<file path="src/rtl/dsps_pkg.sv">
package dsps_pkg;
  localparam int unsigned NUM_CH = 2;

  typedef enum logic [1:0] {
    CH_ACTIVE = 2'd0,
    CH_PEND   = 2'd1,
    CH_DOWN   = 2'd2,
    CH_SETTLE = 2'd3
  } ch_state_e;

  typedef enum logic [1:0] {
    RST_NONE = 2'b00,
    RST_AUX  = 2'b01,
    RST_MAIN = 2'b10,
    RST_ALL  = 2'b11
  } cnt_rst_e;
endpackage

</file>
<file path="src/rtl/dsps_settle_timer.sv">
module dsps_settle_timer #(
  parameter int unsigned SETTLE_CYCLES = 64
) (
  input  logic clk_i,
  input  logic rst_ni,
  input  logic start_i,
  input  logic run_i,
  output logic done_o
);
  localparam int unsigned CNT_W = (SETTLE_CYCLES > 1) ? $clog2(SETTLE_CYCLES) : 1;
  localparam logic [CNT_W-1:0] LAST = CNT_W'(SETTLE_CYCLES - 1);

  logic [CNT_W-1:0] cnt_q;

  always_ff @(posedge clk_i or negedge rst_ni) begin
    if (!rst_ni)      cnt_q <= '0;
    else if (start_i) cnt_q <= '0;
    else if (run_i && cnt_q != LAST) cnt_q <= cnt_q + 1'b1;
  end

  assign done_o = (cnt_q == LAST);
endmodule

</file>
<file path="src/rtl/dsps_chan_fsm.sv">
module dsps_chan_fsm
  import dsps_pkg::*;
#(
  parameter int unsigned SETTLE_CYCLES = 64
) (
  input  logic      clk_i,
  input  logic      rst_ni,
  input  logic      pd_i,
  input  logic      tri_i,
  input  logic      pulse_done_i,
  output ch_state_e state_d_o
);
  ch_state_e state_q, state_d;
  logic      settle_done;
  logic      settle_start;

  always_comb begin
    state_d = state_q;
    unique case (state_q)
      CH_ACTIVE: if (pd_i) state_d = tri_i ? CH_DOWN : CH_PEND;
      CH_PEND: begin
        if (!pd_i)                     state_d = CH_ACTIVE;
        else if (tri_i || pulse_done_i) state_d = CH_DOWN;
      end
      CH_DOWN:   if (!pd_i) state_d = CH_SETTLE;
      // dividers are held here, so no pulse can end a sync request: drop at once
      CH_SETTLE: begin
        if (pd_i)             state_d = CH_DOWN;
        else if (settle_done) state_d = CH_ACTIVE;
      end
      default:   state_d = CH_DOWN;
    endcase
  end

  assign settle_start = (state_q == CH_DOWN) && (state_d == CH_SETTLE);

  always_ff @(posedge clk_i or negedge rst_ni) begin
    if (!rst_ni) state_q <= CH_DOWN;
    else         state_q <= state_d;
  end

  dsps_settle_timer #(.SETTLE_CYCLES(SETTLE_CYCLES)) u_timer (
    .clk_i   (clk_i),
    .rst_ni  (rst_ni),
    .start_i (settle_start),
    .run_i   (state_q == CH_SETTLE),
    .done_o  (settle_done)
  );

  assign state_d_o = state_d;
endmodule

</file>
<file path="src/rtl/dsps_rst_decode.sv">
module dsps_rst_decode
  import dsps_pkg::*;
(
  input  logic [1:0]        sel_i,
  output logic [NUM_CH-1:0] hold_o
);
  always_comb begin
    hold_o = '0;
    unique case (cnt_rst_e'(sel_i))
      RST_NONE: hold_o = '0;
      RST_AUX:  hold_o[1] = 1'b1;
      RST_MAIN: hold_o[0] = 1'b1;
      RST_ALL:  hold_o = '1;
      default:  hold_o = '0;
    endcase
  end
endmodule

</file>
<file path="src/rtl/dual_synth_pwr_seq.sv">
module dual_synth_pwr_seq
  import dsps_pkg::*;
#(
  parameter int unsigned SETTLE_CYCLES = 64
) (
  input  logic       clk_i,
  input  logic       rst_ni,
  input  logic [1:0] mode_pd_i,
  input  logic [1:0] mode_tri_i,
  input  logic [1:0] pulse_done_i,
  input  logic [1:0] cnt_rst_sel_i,
  output logic [1:0] pre_en_o,
  output logic [1:0] pfd_en_o,
  output logic [1:0] cp_en_o,
  output logic [1:0] cp_hiz_o,
  output logic [1:0] div_hold_o,
  output logic       osc_en_o
);
  ch_state_e         st_d [NUM_CH];
  logic [NUM_CH-1:0] rst_hold;
  logic [NUM_CH-1:0] up_d;

  dsps_rst_decode u_rst_dec (
    .sel_i  (cnt_rst_sel_i),
    .hold_o (rst_hold)
  );

  for (genvar c = 0; c < NUM_CH; c++) begin : g_ch
    dsps_chan_fsm #(.SETTLE_CYCLES(SETTLE_CYCLES)) u_fsm (
      .clk_i        (clk_i),
      .rst_ni       (rst_ni),
      .pd_i         (mode_pd_i[c]),
      .tri_i        (mode_tri_i[c]),
      .pulse_done_i (pulse_done_i[c]),
      .state_d_o    (st_d[c])
    );

    assign up_d[c] = (st_d[c] != CH_DOWN);

    always_ff @(posedge clk_i or negedge rst_ni) begin
      if (!rst_ni) begin
        pre_en_o[c]   <= 1'b0;
        pfd_en_o[c]   <= 1'b0;
        cp_en_o[c]    <= 1'b0;
        cp_hiz_o[c]   <= 1'b1;
        div_hold_o[c] <= 1'b1;
      end else begin
        pre_en_o[c]   <= up_d[c];
        pfd_en_o[c]   <= up_d[c];
        cp_en_o[c]    <= up_d[c];
        cp_hiz_o[c]   <= !up_d[c] || (!mode_pd_i[c] && mode_tri_i[c]);
        div_hold_o[c] <= !up_d[c] || (st_d[c] == CH_SETTLE) || rst_hold[c];
      end
    end
  end

  always_ff @(posedge clk_i or negedge rst_ni) begin
    if (!rst_ni) osc_en_o <= 1'b0;
    else         osc_en_o <= |up_d;
  end
endmodule

</file>
<file path="config.mk">
export PLATFORM = sky130hd
export DESIGN_NAME = dual_synth_pwr_seq
export DESIGN_NICKNAME = d
export VERILOG_FILES = /design/src/rtl/dsps_pkg.sv /design/src/rtl/dsps_settle_timer.sv /design/src/rtl/dsps_chan_fsm.sv /design/src/rtl/dsps_rst_decode.sv /design/src/rtl/dual_synth_pwr_seq.sv
export SDC_FILE = /design/constraint.sdc
export NUM_CORES = 1
export LEC_CHECK = 0
export ABC_AREA = 0
export ABC_CLOCK_PERIOD_IN_PS = 3400
export BUFFER_PORTS_ARGS = -buffer_cell sky130_fd_sc_hd__buf_2
export CAP_MARGIN = 20
export CORE_MARGIN = 8
export CORE_UTILIZATION = 30
export CTS_CLUSTER_SIZE = 12
export DETAILED_ROUTE_END_ITERATION = 8
export GPL_TIMING_DRIVEN = 0
export PLACE_DENSITY = 0.48
export REMOVE_ABC_BUFFERS = 1
export SLEW_MARGIN = 20
export SYNTH_ARGS = -nofsm -noshare
export SYNTH_HDL_FRONTEND = slang
export SYNTH_HIERARCHICAL = 1
export SYNTH_SLANG_ARGS = --single-unit
</file>
<file path="constraint.sdc">
create_clock -name clk_i -period 3.4 [get_ports clk_i]
set_input_delay 0 -clock clk_i [delete_from_list [all_inputs] [get_ports clk_i]]
set_output_delay 0 -clock clk_i [all_outputs]
set_load 0.01 [all_outputs]
</file>
## After elaboration in Yosys (flattened, before gate mapping)

Cells that the tools add are included.
W data, S select, Z words.

| cells by class | value |
|---|---|
| add/subtract/negate cells | 2 |
| multiply operators | 0 |
| divide/modulo/power cells | 0 |
| magnitude comparators | 0 |
| equality and inequality tests | 17 |
| shift-type cells | 0 |
| multiplexer cells | 22 |
| bitwise logic cells | 0 |
| reduce and logical (&&, ||, !) cells | 25 |

Operators by type and width:

| cell | count |
|---|---|
| $mux W2 | 14 |
| $mux W6 | 4 |
| $eq A2 B2 Y1 const B | 8 |
| $pmux W2 S4 | 2 |
| $add A6 B1 Y6 const B | 2 |
| $eq A6 B6 Y1 const B | 2 |
| $ne A6 B6 Y1 const B | 2 |
| $logic_or A1 B1 Y1 | 8 |
| $eq A2 B1 Y1 const B | 3 |
| $logic_and A1 B1 Y1 | 6 |
| $reduce_or A2 Y1 | 3 |
| $logic_not A1 Y1 | 4 |
| $logic_not A2 Y1 | 2 |
| $ne A2 B2 Y1 const B | 2 |
| $reduce_bool A2 Y1 | 2 |
| $mux W1 | 2 |

| storage, ports and cells | value |
|---|---|
| bits in registers | 23 |
| latch bits | 0 |
| RAM bits | 0 |
| bits in read-only memories | 0 |
| memories kept | 0 |

## Logic depth before layout (Yosys ltp)

Gate-level depths: netlist of the first run.

| logic depth | value |
|---|---|
| depth after elaboration | 8 |
| gate-level depth with buffers | 9 |

## Cells and area by module

The synthesis of the first run kept the hierarchy.

Modules (own cells, without submodules):

| module | instances | cells each | area each (um^2) | seq. area each (um^2) |
|---|---|---|---|---|
| dsps_settle_timer at g_ch[0].u_fsm.u_timer | 1 | 39 | 380.4 | 150.1 |
| dsps_settle_timer at g_ch[1].u_fsm.u_timer | 1 | 32 | 341.6 | 150.1 |
| dual_synth_pwr_seq | 1 | 20 | 274.0 | 180.2 |
| dsps_chan_fsm | 2 | 14 | 127.6 | 51.3 |
| dsps_rst_decode | 1 | 2 | 7.5 | 0.0 |

## Worst setup path after synthesis of the first run

Ideal clock, no wire load.

| path | value |
|---|---|
| path type | register -> register |
| from | reg g_ch[1].u_fsm.u_timer.cnt_q[0] |
| to | reg osc_en_o |
| library setup time | 0.124 ns |
| arrival | 1.591 ns |
| path slack | 1.684 ns |
| stages on the path, launching flop included | 10 |
| buffers on the path | 0 |
| path through | dfrtp_1 -> ha_1 -> and4_4 -> nand2_1 -> inv_1 -> nand2_1 -> a21oi_1 -> a21oi_1 -> nand2b_4 -> or2_1 |

RTL lines:

| element | line | source |
|---|---|---|
| start, declared | dsps_settle_timer.sv:13 | `logic [CNT_W-1:0] cnt_q;` |
| start signal, assigned | dsps_settle_timer.sv:18 | `else if (run_i && cnt_q != LAST) cnt_q <= cnt_q + 1'b1;` |
| end signal, assigned | dual_synth_pwr_seq.sv:59 | `else osc_en_o <= \|up_d;` |
| end, declared | dual_synth_pwr_seq.sv:17 | `output logic osc_en_o` |

==> out/metrics.csv, run 1 <==
metric,value,unit
vias,928,
wl,2.38,mm
fin_tns_setup,0,ps
p_int,517,uW
die-area,6520,um2
syn-cell-area,1260,um2
switching_share,0.323,
insertion_delay,260,ps
cp_max_fo,4,
core_area,4030,um2
synth_edf_count,0,
arrival,2470,ps
cap_violations,0,
dr.pass1.iters,4,
synthCells,121,
antenna_found_initial,0,
status,"complete, no violations",
worstPathRequired,3610,ps
initial_core_util,0.312,
period_share,0.664,
via_per_inst,4.78,
cts_tree,built,
grt-ovfl-total,0,
cts_buffer_depth,2,
drt_iter0_markers,27,
ys_ff_latch,23,
io_buffers,20,
drive_above_1_share,0.313,
cts.repair.resized,0,
worst_slew_pin_slew,547,ps
async_flop_share,1.00,
wire_per_inst,12.3,um
place_congestion,0.759,
hpwl,1.82,mm
area_growth_syn_to_layout,17.9,%
min-delay-path-class,in -> reg,
antenna_cells,0,
min_period,2260,ps
avgSynthCellArea,10.4,um2
power,763,uW
p_per_area,514,nW/um2
ys_warn_count,6,
worst_path_largest_cell_delay,560,ps
grt_pass1_wl,4.17,mm
fmax,0.443,GHz
hold_violations,0,
pwr-share-seq,0.503,
cts_sinks,23,
yosysSeqAreaShare,0.463,
setup_viol,0,
synth_flop_cell,dfrtp_1,
cp-end-kind,flip-flop,
path_cells,ha_1 > and4_4 > nand2_1 > inv_1 > nand2_1 > a21oi_1 > a21oi_1 > nand2b_4 > o21ai_0 > dlygate4sd3_1,
whs,29.2,ps
grt_usage,0.0786,
critical_path_buf_inv_count,2,
p_clk_frac,0.227,
worstSetupPathType,reg -> reg,
cts_hold_buf,7,
dp_slack,1500,ps
power.leakage,0.000620,uW
switching_power,246,uW
grt_start_max_net_pins,24,
cts_made_buffers,3,
htreeDepth,1,
ir_drop,0.000204,V
crit_family,buffers and inverters,
die_h,80.8,um
slew_viol_final,0,
ios,21,
grt_pass1_vias,908,
layout_setup_ws,1140,ps
clk_pin_slew,90,ps
cts_setup_buffers,0,
antenna_left,0,
root_buffer,clkbuf_8,
slowest_stage,dlygate4sd3_1,
die-width,80.8,um
finalNetCount,157,
critPathLaunchType,flip-flop,
yosysUniqueCellTypes,47,
max_slew_margin,0.635,
rsz0062_at_grt,no,
drc,0,
num_rows,23,
comb_power_share,0.270,
fin_skew,4.61,ps
[cells in the final DEF, fill, tap and decap left out, types with 2 or more instances in the layout]
master and count:
a211oi_1 2, a21oi_1 10, and2_1 2, buf_2 20
clkbuf_8 3, dfrtp_1 17, dfstp_2 6, dlygate4sd3_1 7
ha_1 2, inv_1 7, nand2_1 9, nand2b_1 4
nand2b_2 2, nand2b_4 2, nand3b_1 2, nand4_1 2
nand4b_1 2, nor2_1 6, nor3_1 3, nor3b_1 3
o211ai_1 2, o21a_1 2, o221ai_2 2, or2_1 3
[synthesized netlist by cell type, types with 3 or more instances]
cell / count / area [um2]
or2_1: 3 / 18.8
nor2_1: 6 / 22.5
nor3_1: 3 / 15.0
nand2b_1: 4 / 25.0
dfrtp_1: 17 / 425
a21oi_1: 10 / 50.1
dfstp_2: 6 / 158
buf_4: 5 / 37.5
inv_1: 7 / 26.3
nand2_1: 9 / 33.8
nor3b_1: 3 / 22.5
[metal layers]
metal | GRT usage | vias up | wire length, um
met5 | 0 | - | 0
met4 | 0.0321 | 0 | 13
met3 | 0.0199 | 2 | 74
met2 | 0.123 | 12 | 1120
met1 | 0.100 | 437 | 1170
li1 | - | 477 | -
[final cells by class]
cell class / instances / area [um2]
clock buffer: 3 / 41.3
clock inverter: 1 / 7.51
fill: 436 / 2540
inverter: 7 / 26.3
multi-input combinational: 83 / 593
sequential: 23 / 583
tap: 50 / 62.6
timing repair buffer: 27 / 170
[power by group through the flow]
| stage | Sequential (uW) | Combinational, uW | Clock, uW |
|---|---|---|---|
| 2_1_floorplan | 381 | 152 | 0 |
| 3_3_place_gp | 387 | 195 | 0 |
| 3_5_place_dp | 389 | 202 | 0 |
| 4_1_cts | 384 | 209 | 185 |
| 5_1_grt | 394 | 237 | 197 |
| 6_report | 384 | 206 | 174 |
[kinds of logic (layout without fill, tap and decap cells)]
kind of cell | after synthesis | count (layout) | share of synthesized area
simple gates | 51 | 51 | 0.268
compound gates | 28 | 28 | 0.163
fa+ha+maj | 2 | 2 | 0.0199
buf+inv | 15 | 38 | 0.0656
flops | 23 | 23 | 0.463
mux | 2 | 2 | 0.0199
[metrics by stage]
stage | std cells | utilization | instance area [um2]
6_report | 194 | 0.368 | 1480
5_1_grt | 194 | 0.368 | 1480
4_1_cts | 194 | 0.368 | 1480
3_5_place_dp | 183 | 0.339 | 1370
3_3_place_gp | 183 | 0.339 | 1370
2_1_floorplan | 113 | - | 1200
[path summary, 6_finish.rpt]
| kind | start | to | slack, ps | cells after the start |
|---|---|---|---|---|
| min in group asynchronous | rst_ni | osc_en_o | 260 | 2 |
| worst min-delay path | pulse_done_i[1] | g_ch[1].u_fsm/state_q[1] | 30 | 3 |
| worst min register to register | g_ch[0].u_fsm/u_timer/cnt_q[4] | g_ch[0].u_fsm/u_timer/cnt_q[4] | 570 | 2 |
| max in group asynchronous | rst_ni | g_ch[0].u_fsm/state_q[1] | 2770 | 2 |
| worst max-delay path | g_ch[1].u_fsm/u_timer/cnt_q[0] | cp_hiz_o[1] | 1140 | 10 |
| worst max register to register | g_ch[1].u_fsm/u_timer/cnt_q[0] | cp_hiz_o[1] | 1140 | 10 |
[state kept, by name, summed over array words and instances (netlist names)]
signal                    flops
g_ch.u_fsm/state_q            4
cp_hiz_o                      2
osc_en_o                      1
g_ch.u_fsm/u_timer/cnt_q     12
cp_en_o                       2
div_hold_o                    2
[tightest hold or removal path, stage by stage]
cell     delay, ps
buf_2          100
nand2_1         50
a21oi_1        120
No activity file was read; power rests on OpenSTA's default activity.
==> inputs of run 2 (changes only) <==
--- a/config.mk
+++ b/config.mk
@@ -5,8 +5,8 @@
 export SDC_FILE = /design/constraint.sdc
 export NUM_CORES = 1
 export LEC_CHECK = 0
-export ABC_AREA = 0
-export ABC_CLOCK_PERIOD_IN_PS = 3400
+export ABC_AREA = 1
+export ABC_CLOCK_PERIOD_IN_PS = 1800
 export BUFFER_PORTS_ARGS = -buffer_cell sky130_fd_sc_hd__buf_2
 export CAP_MARGIN = 20
 export CORE_MARGIN = 8
@@ -14,7 +14,7 @@
 export CTS_CLUSTER_SIZE = 12
 export DETAILED_ROUTE_END_ITERATION = 8
 export GPL_TIMING_DRIVEN = 0
-export PLACE_DENSITY = 0.48
+export PLACE_DENSITY = 0.49
 export REMOVE_ABC_BUFFERS = 1
 export SLEW_MARGIN = 20
 export SYNTH_ARGS = -nofsm -noshare
==> constraint.sdc (replaced) <==
create_clock -name clk_i -period 1.8 [get_ports clk_i]
set_input_delay 0 -clock clk_i [delete_from_list [all_inputs] [get_ports clk_i]]
set_output_delay 0 -clock clk_i [all_outputs]
set_load 0.01 [all_outputs]
==> out/metrics.csv, run 2 <==
metric,value,unit,change
status,"complete, no violations",,unchanged
grt_start_max_net_pins,24,,unchanged
worst_slew_pin_slew,529,ps,was 547 ps
worstSetupPathType,reg -> reg,,unchanged
setup_viol,0,,unchanged
initial_core_util,0.315,,was 0.312
synthCells,182,,was 121
drt_iter0_markers,51,,was 27
yosysUniqueCellTypes,21,,was 47
final_common_cell,nand2_1,,was buf_2
grt_pass1_wl,4.75,mm,was 4.17 mm
cts_made_buffers,3,,unchanged
wire_per_inst,10.6,um,was 12.3 um
cts_sinks,23,,unchanged
ys_warn_count,6,,unchanged
min-delay-path-class,in -> reg,,unchanged
yosysMostFrequentCell,nand2_1,,was dfrtp_1
drc,0,,unchanged
largestRegisters,"g_ch.u_fsm/u_timer/cnt_q: 12 flops, g_ch.u_fsm/state_q: 4 flops",,unchanged
root_buffer,clkbuf_8,,unchanged
antenna_cells,0,,unchanged
num_rows,24,,was 23
io_buffers,20,,unchanged
async_flop_share,1.00,,unchanged
die-width,84.1,um,was 80.8 um
hold_violations,0,,unchanged
area_growth_syn_to_layout,17.7,%,was 17.9%
power,1160,uW,was 763 uW
synth_top_cells_by_count,"nand2_1, inv_1, nand3_1",,"was dfrtp_1, a21oi_1, nand2_1"
critPathLaunchType,flip-flop,,unchanged
dr.pass1.iters,4,,unchanged
max_slew_margin,0.647,,was 0.635
min_from,mode_pd_i[0],,was pulse_done_i[1]
worstPathRequired,2000,ps,was 3610 ps
fin_tns_setup,0,ps,unchanged
p_per_area,707,nW/um2,was 514 nW/um2
cp-end-kind,flip-flop,,unchanged
fmax,0.615,GHz,was 0.443 GHz
cp_max_fo,4,,unchanged
largest_register_ffs,12,,unchanged
power.leakage,0.000904,uW,was 0.000620 uW
slew_viol_final,0,,unchanged
hpwl,2.02,mm,was 1.82 mm
top_register,g_ch.u_fsm/u_timer/cnt_q,,unchanged
yosysSeqAreaShare,0.419,,was 0.463
ys_ff_latch,23,,unchanged
cap_violations,0,,unchanged
placed_cells,248,,was 183
insertion_delay,260,ps,about the same
avgSynthCellArea,7.65,um2,was 10.4 um2
antenna_left,0,,unchanged
synth_simple_gate_area_frac,0.423,,was 0.268
synth_compound_area_frac,0.0216,,was 0.163
die-area,7080,um2,was 6520 um2
htreeDepth,1,,unchanged
antenna_found_initial,0,,unchanged
grt-ovfl-total,0,,unchanged
reg2reg_setup_slack,170,ps,was 1140 ps
wl,2.74,mm,was 2.38 mm
yosys-top-cells-area,"dfrtp_1, dfstp_2, nand2_1",,"was dfrtp_1, dfstp_2, a21oi_1"
clk_pin_slew,80,ps,was 90 ps
cts_tree,built,,unchanged
arrival,1820,ps,was 2470 ps
synthMuxAreaShare,0,,was 0.0199
final_area,1640,um2,was 1480 um2
synth_xor_area_frac,0,,unchanged
grt_pass1_vias,1094,,was 908
drive_above_1_share,0.262,,was 0.313
synth-adder-area-share,0.0180,,was 0.0199
fin_skew,3.13,ps,was 4.61 ps
synth_top_family_by_area,simple AND/OR/NAND/NOR gates,,unchanged
final_cell_mix,"nand2_1, inv_1, nand3_1",,"was buf_2, dfrtp_1, a21oi_1"
synth_flop_cell,dfrtp_1,,unchanged
cts_buffer_depth,2,,unchanged
place_congestion,0.768,,was 0.759
core_area,4410,um2,was 4030 um2
synth_top_area_frac,0.305,,was 0.338
via_per_inst,4.29,,was 4.78
vias,1107,,was 928
min_period,1630,ps,was 2260 ps
whs,25.6,ps,was 29.2 ps
ir_drop,0.000259,V,was 0.000204 V
synth.largest_area_cell,dfrtp_1,,unchanged
synth_edf_count,0,,unchanged
syn-cell-area,1390,um2,was 1260 um2
grt_usage,0.0790,,was 0.0786
r2r_start,g_ch[0].u_fsm/u_timer/cnt_q[0],,was g_ch[1].u_fsm/u_timer/cnt_q[0]
rsz0062_at_grt,no,,unchanged
ios,21,,unchanged
cp-startpoint,g_ch[0].u_fsm/u_timer/cnt_q[0],,was g_ch[1].u_fsm/u_timer/cnt_q[0]
finalNetCount,219,,was 157
dpl_cell_area,1520,um2,was 1370 um2
fin_cells,258,,was 194
period_share,0.903,,was 0.664
die_h,84.1,um,was 80.8 um
run 2: cell count changes after synthesis, sizes merged, moves of 3 or more:
| cell | previous run | this run |
|---|---|---|
| a21oi | 10 | 0 |
| and2 | 3 | 0 |
| inv | 7 | 34 |
| nand2 | 10 | 53 |
| nand2b | 8 | 0 |
| nand3 | 1 | 26 |
| nor2 | 6 | 22 |
| nor3 | 3 | 6 |
| nor3b | 3 | 0 |
| o21bai | 1 | 4 |
run 2: cell families after synthesis:
logic type	after synthesis
flip-flops	23
adder cells (fa/ha/maj)	2
AO/OA/AOI/OAI	4
buffers and inverters	40
AND/OR/NAND/NOR	113
run 2: worst paths after layout:
check / to / cells after the start
max reg2reg: div_hold_o[0] / 9
min in group asynchronous: g_ch[0].u_fsm/u_timer/cnt_q[5] / 2
max: div_hold_o[0] / 9
min: cp_hiz_o[0] / 4
max in group asynchronous: div_hold_o[1] / 2
min reg2reg: g_ch[0].u_fsm/u_timer/cnt_q[4] / 2
run 2: what timing repair did:
| item | 4_1_cts | 5_1_grt |
|---|---|---|
| gates resized for setup | 0 | 3 |
| buffers inserted | 0 | 1 |
| hold buffers | 5 | 0 |
| hold endpoints to repair | 21 | 0 |
| endpoints found under the setup margin | 0 | 13 |
run 2: routing by layer:
layer	global-route usage	vias to the layer above	part of all wire	routed length, um
li1	-	601	-	-
met1	0.103	495	0.51	1390
met2	0.126	9	0.47	1270
met3	0.0155	2	0.019	52
met4	0.0283	0	0.0084	23
met5	0	-	0	0
run 2: where the power goes:
part           total, uW  internal [uW]  switching [uW]
logic                221           93.5             127
registers            617            569            47.4
clock network        321            154             167
total               1160            817             341
run 2: worst max-delay path, cell delays in order, from the launching register on:
cell	delay [ps]
dfrtp_1	400
ha_1	190
nand2_2	90
nor2_4	140
nand2_4	90
inv_1	80
nand2_1	50
o21bai_1	120
nand3_1	150
or2_1	260
run 2: layout make-up:
type	count	area [um2]
fill	457	2780
multi-input combinational	119	659
sequential	23	583
timing repair buffer	26	158
inverter	34	128
tap	52	65.1
clock buffer	3	41.3
clock inverter	1	5.00
run 2: through the flow:
step / worst slack [ps] / utilization
floorplan: 319 / -
global placement: 67.8 / 0.344
detailed placement: 64.4 / 0.344
CTS: 42.6 / 0.366
global route: 10.4 / 0.371
finish: 174 / 0.371
==> inputs of run 3 (changes only) <==
--- a/config.mk
+++ b/config.mk
@@ -9,12 +9,14 @@
 export ABC_CLOCK_PERIOD_IN_PS = 1800
 export BUFFER_PORTS_ARGS = -buffer_cell sky130_fd_sc_hd__buf_2
 export CAP_MARGIN = 20
+export CELL_PAD_IN_SITES_DETAIL_PLACEMENT = 1
+export CELL_PAD_IN_SITES_GLOBAL_PLACEMENT = 1
 export CORE_MARGIN = 8
 export CORE_UTILIZATION = 30
 export CTS_CLUSTER_SIZE = 12
 export DETAILED_ROUTE_END_ITERATION = 8
 export GPL_TIMING_DRIVEN = 0
-export PLACE_DENSITY = 0.49
+export PLACE_DENSITY = 0.63
 export REMOVE_ABC_BUFFERS = 1
 export SLEW_MARGIN = 20
 export SYNTH_ARGS = -nofsm -noshare
==> out/metrics.csv, run 3 (same netlist as run 2, synthesis figures left out) <==
metric,value,unit,change
status,"complete, no violations",,unchanged
io_buffers,20,,unchanged
die_h,84.1,um,unchanged
drt_iter0_markers,55,,was 51
grt_pass1_wl,6.20,mm,was 4.75 mm
drc,0,,unchanged
top_register,g_ch.u_fsm/u_timer/cnt_q,,unchanged
slew_viol_final,0,,unchanged
initial_core_util,0.315,,unchanged
area_growth_syn_to_layout,19.9,%,was 17.7%
cts_made_buffers,3,,unchanged
switching_power,368,uW,was 341 uW
ff_latch_area,583,um2,unchanged
dr.pass1.iters,4,,unchanged
cap_violations,0,,unchanged
fmax,0.593,GHz,was 0.615 GHz
min_period,1690,ps,was 1630 ps
finalNetCount,222,,was 219
place_congestion,0.766,,was 0.768
grt_usage,0.106,,was 0.0790
slowest_stage,dfrtp_1,,unchanged
antenna_left,0,,unchanged
vias,1223,,was 1107
cts_tree,built,,unchanged
die-width,84.1,um,unchanged
insertion_delay,270,ps,was 260 ps
ir_drop,0.000273,V,was 0.000259 V
final_common_cell,nand2_1,,unchanged
power.leakage,0.000916,uW,was 0.000904 uW
pwr-share-seq,0.514,,was 0.532
worst_path_largest_cell_delay,370,ps,was 400 ps
cts_sinks,23,,unchanged
antenna_cells,0,,unchanged
worstSetupPathType,reg -> reg,,unchanged
wire_per_inst,13.9,um,was 10.6 um
num_rows,24,,unchanged
root_buffer,clkbuf_8,,unchanged
comb_power_share,0.210,,was 0.191
worstPathRequired,2000,ps,about the same
worst_slew_pin_slew,540,ps,was 529 ps
core_area,4410,um2,unchanged
die-area,7080,um2,unchanged
setup_viol,0,,unchanged
antenna_found_initial,0,,unchanged
p_per_area,718,nW/um2,was 707 nW/um2
fin_tns_setup,0,ps,unchanged
drive_above_1_share,0.282,,was 0.262
htreeDepth,1,,unchanged
wl,3.62,mm,was 2.74 mm
grt-ovfl-total,0,,unchanged
arrival,1890,ps,was 1820 ps
grt_pass1_vias,1346,,was 1094
critPathLaunchType,flip-flop,,unchanged
final_cell_mix,"nand2_1, inv_1, nand3_1",,unchanged
rsz0062_at_grt,no,,unchanged
path_cells,ha_2 > nand2_2 > nor2_4 > nand2_4 > inv_1 > nand2_1 > o21bai_1 > nand3_2 > or2_1,,was ha_1 > nand2_2 > nor2_4 > nand2_4 > inv_1 > nand2_1 > o21bai_1 > nand3_1 > or2_1
fill_cells,558,,was 457
hold_violations,0,,unchanged
fin_skew,3.31,ps,was 3.13 ps
grt_start_max_net_pins,24,,unchanged
multi_input_comb_area,667,um2,was 659 um2
fin_util,0.378,,was 0.371
period_share,0.937,,was 0.903
ios,21,,unchanged
min-delay-path-class,in -> reg,,unchanged
largestRegisters,"g_ch.u_fsm/u_timer/cnt_q: 12 flops, g_ch.u_fsm/state_q: 4 flops",,unchanged
p_clk_frac,0.276,,was 0.277
clk_pin_slew,90,ps,was 80 ps
hpwl,2.78,mm,was 2.02 mm
largest_register_ffs,12,,unchanged
switching_share,0.307,,was 0.295
cp-end-kind,flip-flop,,unchanged
max_slew_margin,0.640,,was 0.647
p_int,830,uW,was 817 uW
cp_max_fo,4,,unchanged
via_per_inst,4.69,,was 4.29
cts_buffer_depth,2,,unchanged
## run 3: worst paths after layout
| check | from | endpoint | slack, ps | cells after the start |
|---|---|---|---|---|
| max in group asynchronous | rst_ni | cp_hiz_o[1] | 1190 | 2 |
| min reg2reg | g_ch[1].u_fsm/u_timer/cnt_q[1] | g_ch[1].u_fsm/u_timer/cnt_q[1] | 560 | 2 |
| max | g_ch[0].u_fsm/u_timer/cnt_q[0] | div_hold_o[0] | 110 | 9 |
| min | mode_pd_i[1] | cp_hiz_o[1] | 30 | 4 |
| max reg2reg | g_ch[0].u_fsm/u_timer/cnt_q[0] | div_hold_o[0] | 110 | 9 |
| min in group asynchronous | rst_ni | g_ch[1].u_fsm/u_timer/cnt_q[4] | 240 | 2 |
## run 3: per-stage QoR
step / hold slack (ps) / cells / power (uW) / setup slack, ps / area, um2
3_3_place_gp: 3.92 / 248 / 828 / 61.8 / 1520
6_report: 34.3 / 261 / 1200 / 113 / 1670
2_1_floorplan: -296 / 176 / 764 / 319 / 1360
4_1_cts: 27.1 / 257 / 1200 / 23.4 / 1620
5_1_grt: 49.0 / 261 / 1280 / 0.759 / 1670
3_5_place_dp: 21.2 / 248 / 849 / -58.3 / 1520
## run 3: layout make-up
| class | instances | share of cell area |
|---|---|---|
| clock inverters | 1 | 0.00300 |
| well taps | 52 | 0.0390 |
| flip-flops and latches | 23 | 0.349 |
| inverters | 34 | 0.0765 |
| clock buffers | 3 | 0.0247 |
| multi-input cells | 119 | 0.400 |
| repair buffers | 29 | 0.108 |
## run 3: power groups by stage
stage | clock network, uW | logic (uW) | registers (uW)
3_5_place_dp | 0 | 220 | 629
5_1_grt | 369 | 288 | 622
3_3_place_gp | 0 | 203 | 624
4_1_cts | 345 | 229 | 621
2_1_floorplan | 0 | 141 | 623
6_report | 330 | 251 | 616
## run 3: what timing repair did
item	4_1_cts	5_1_grt
setup buffers	0	4
hold buffers	5	0
endpoints found under the hold margin	21	0
pin swaps	0	1
setup endpoints to repair	6	11
gates resized for setup	1	4
## run 3: worst max-delay path: cells and delay by family (launching register included)
family	cells	cell delay (ps)
and+or+nand+nor	6	790
buffers and inverters	1	80
DFF	1	370
adders and majority gates	1	200
AOI/OAI and AO/OA	1	180
## run 3: routing by layer
layer  GRT usage  share of wire
met1       0.121           0.43
met2       0.190           0.53
met3      0.0222          0.028
met4      0.0330          0.011
met5           0              0
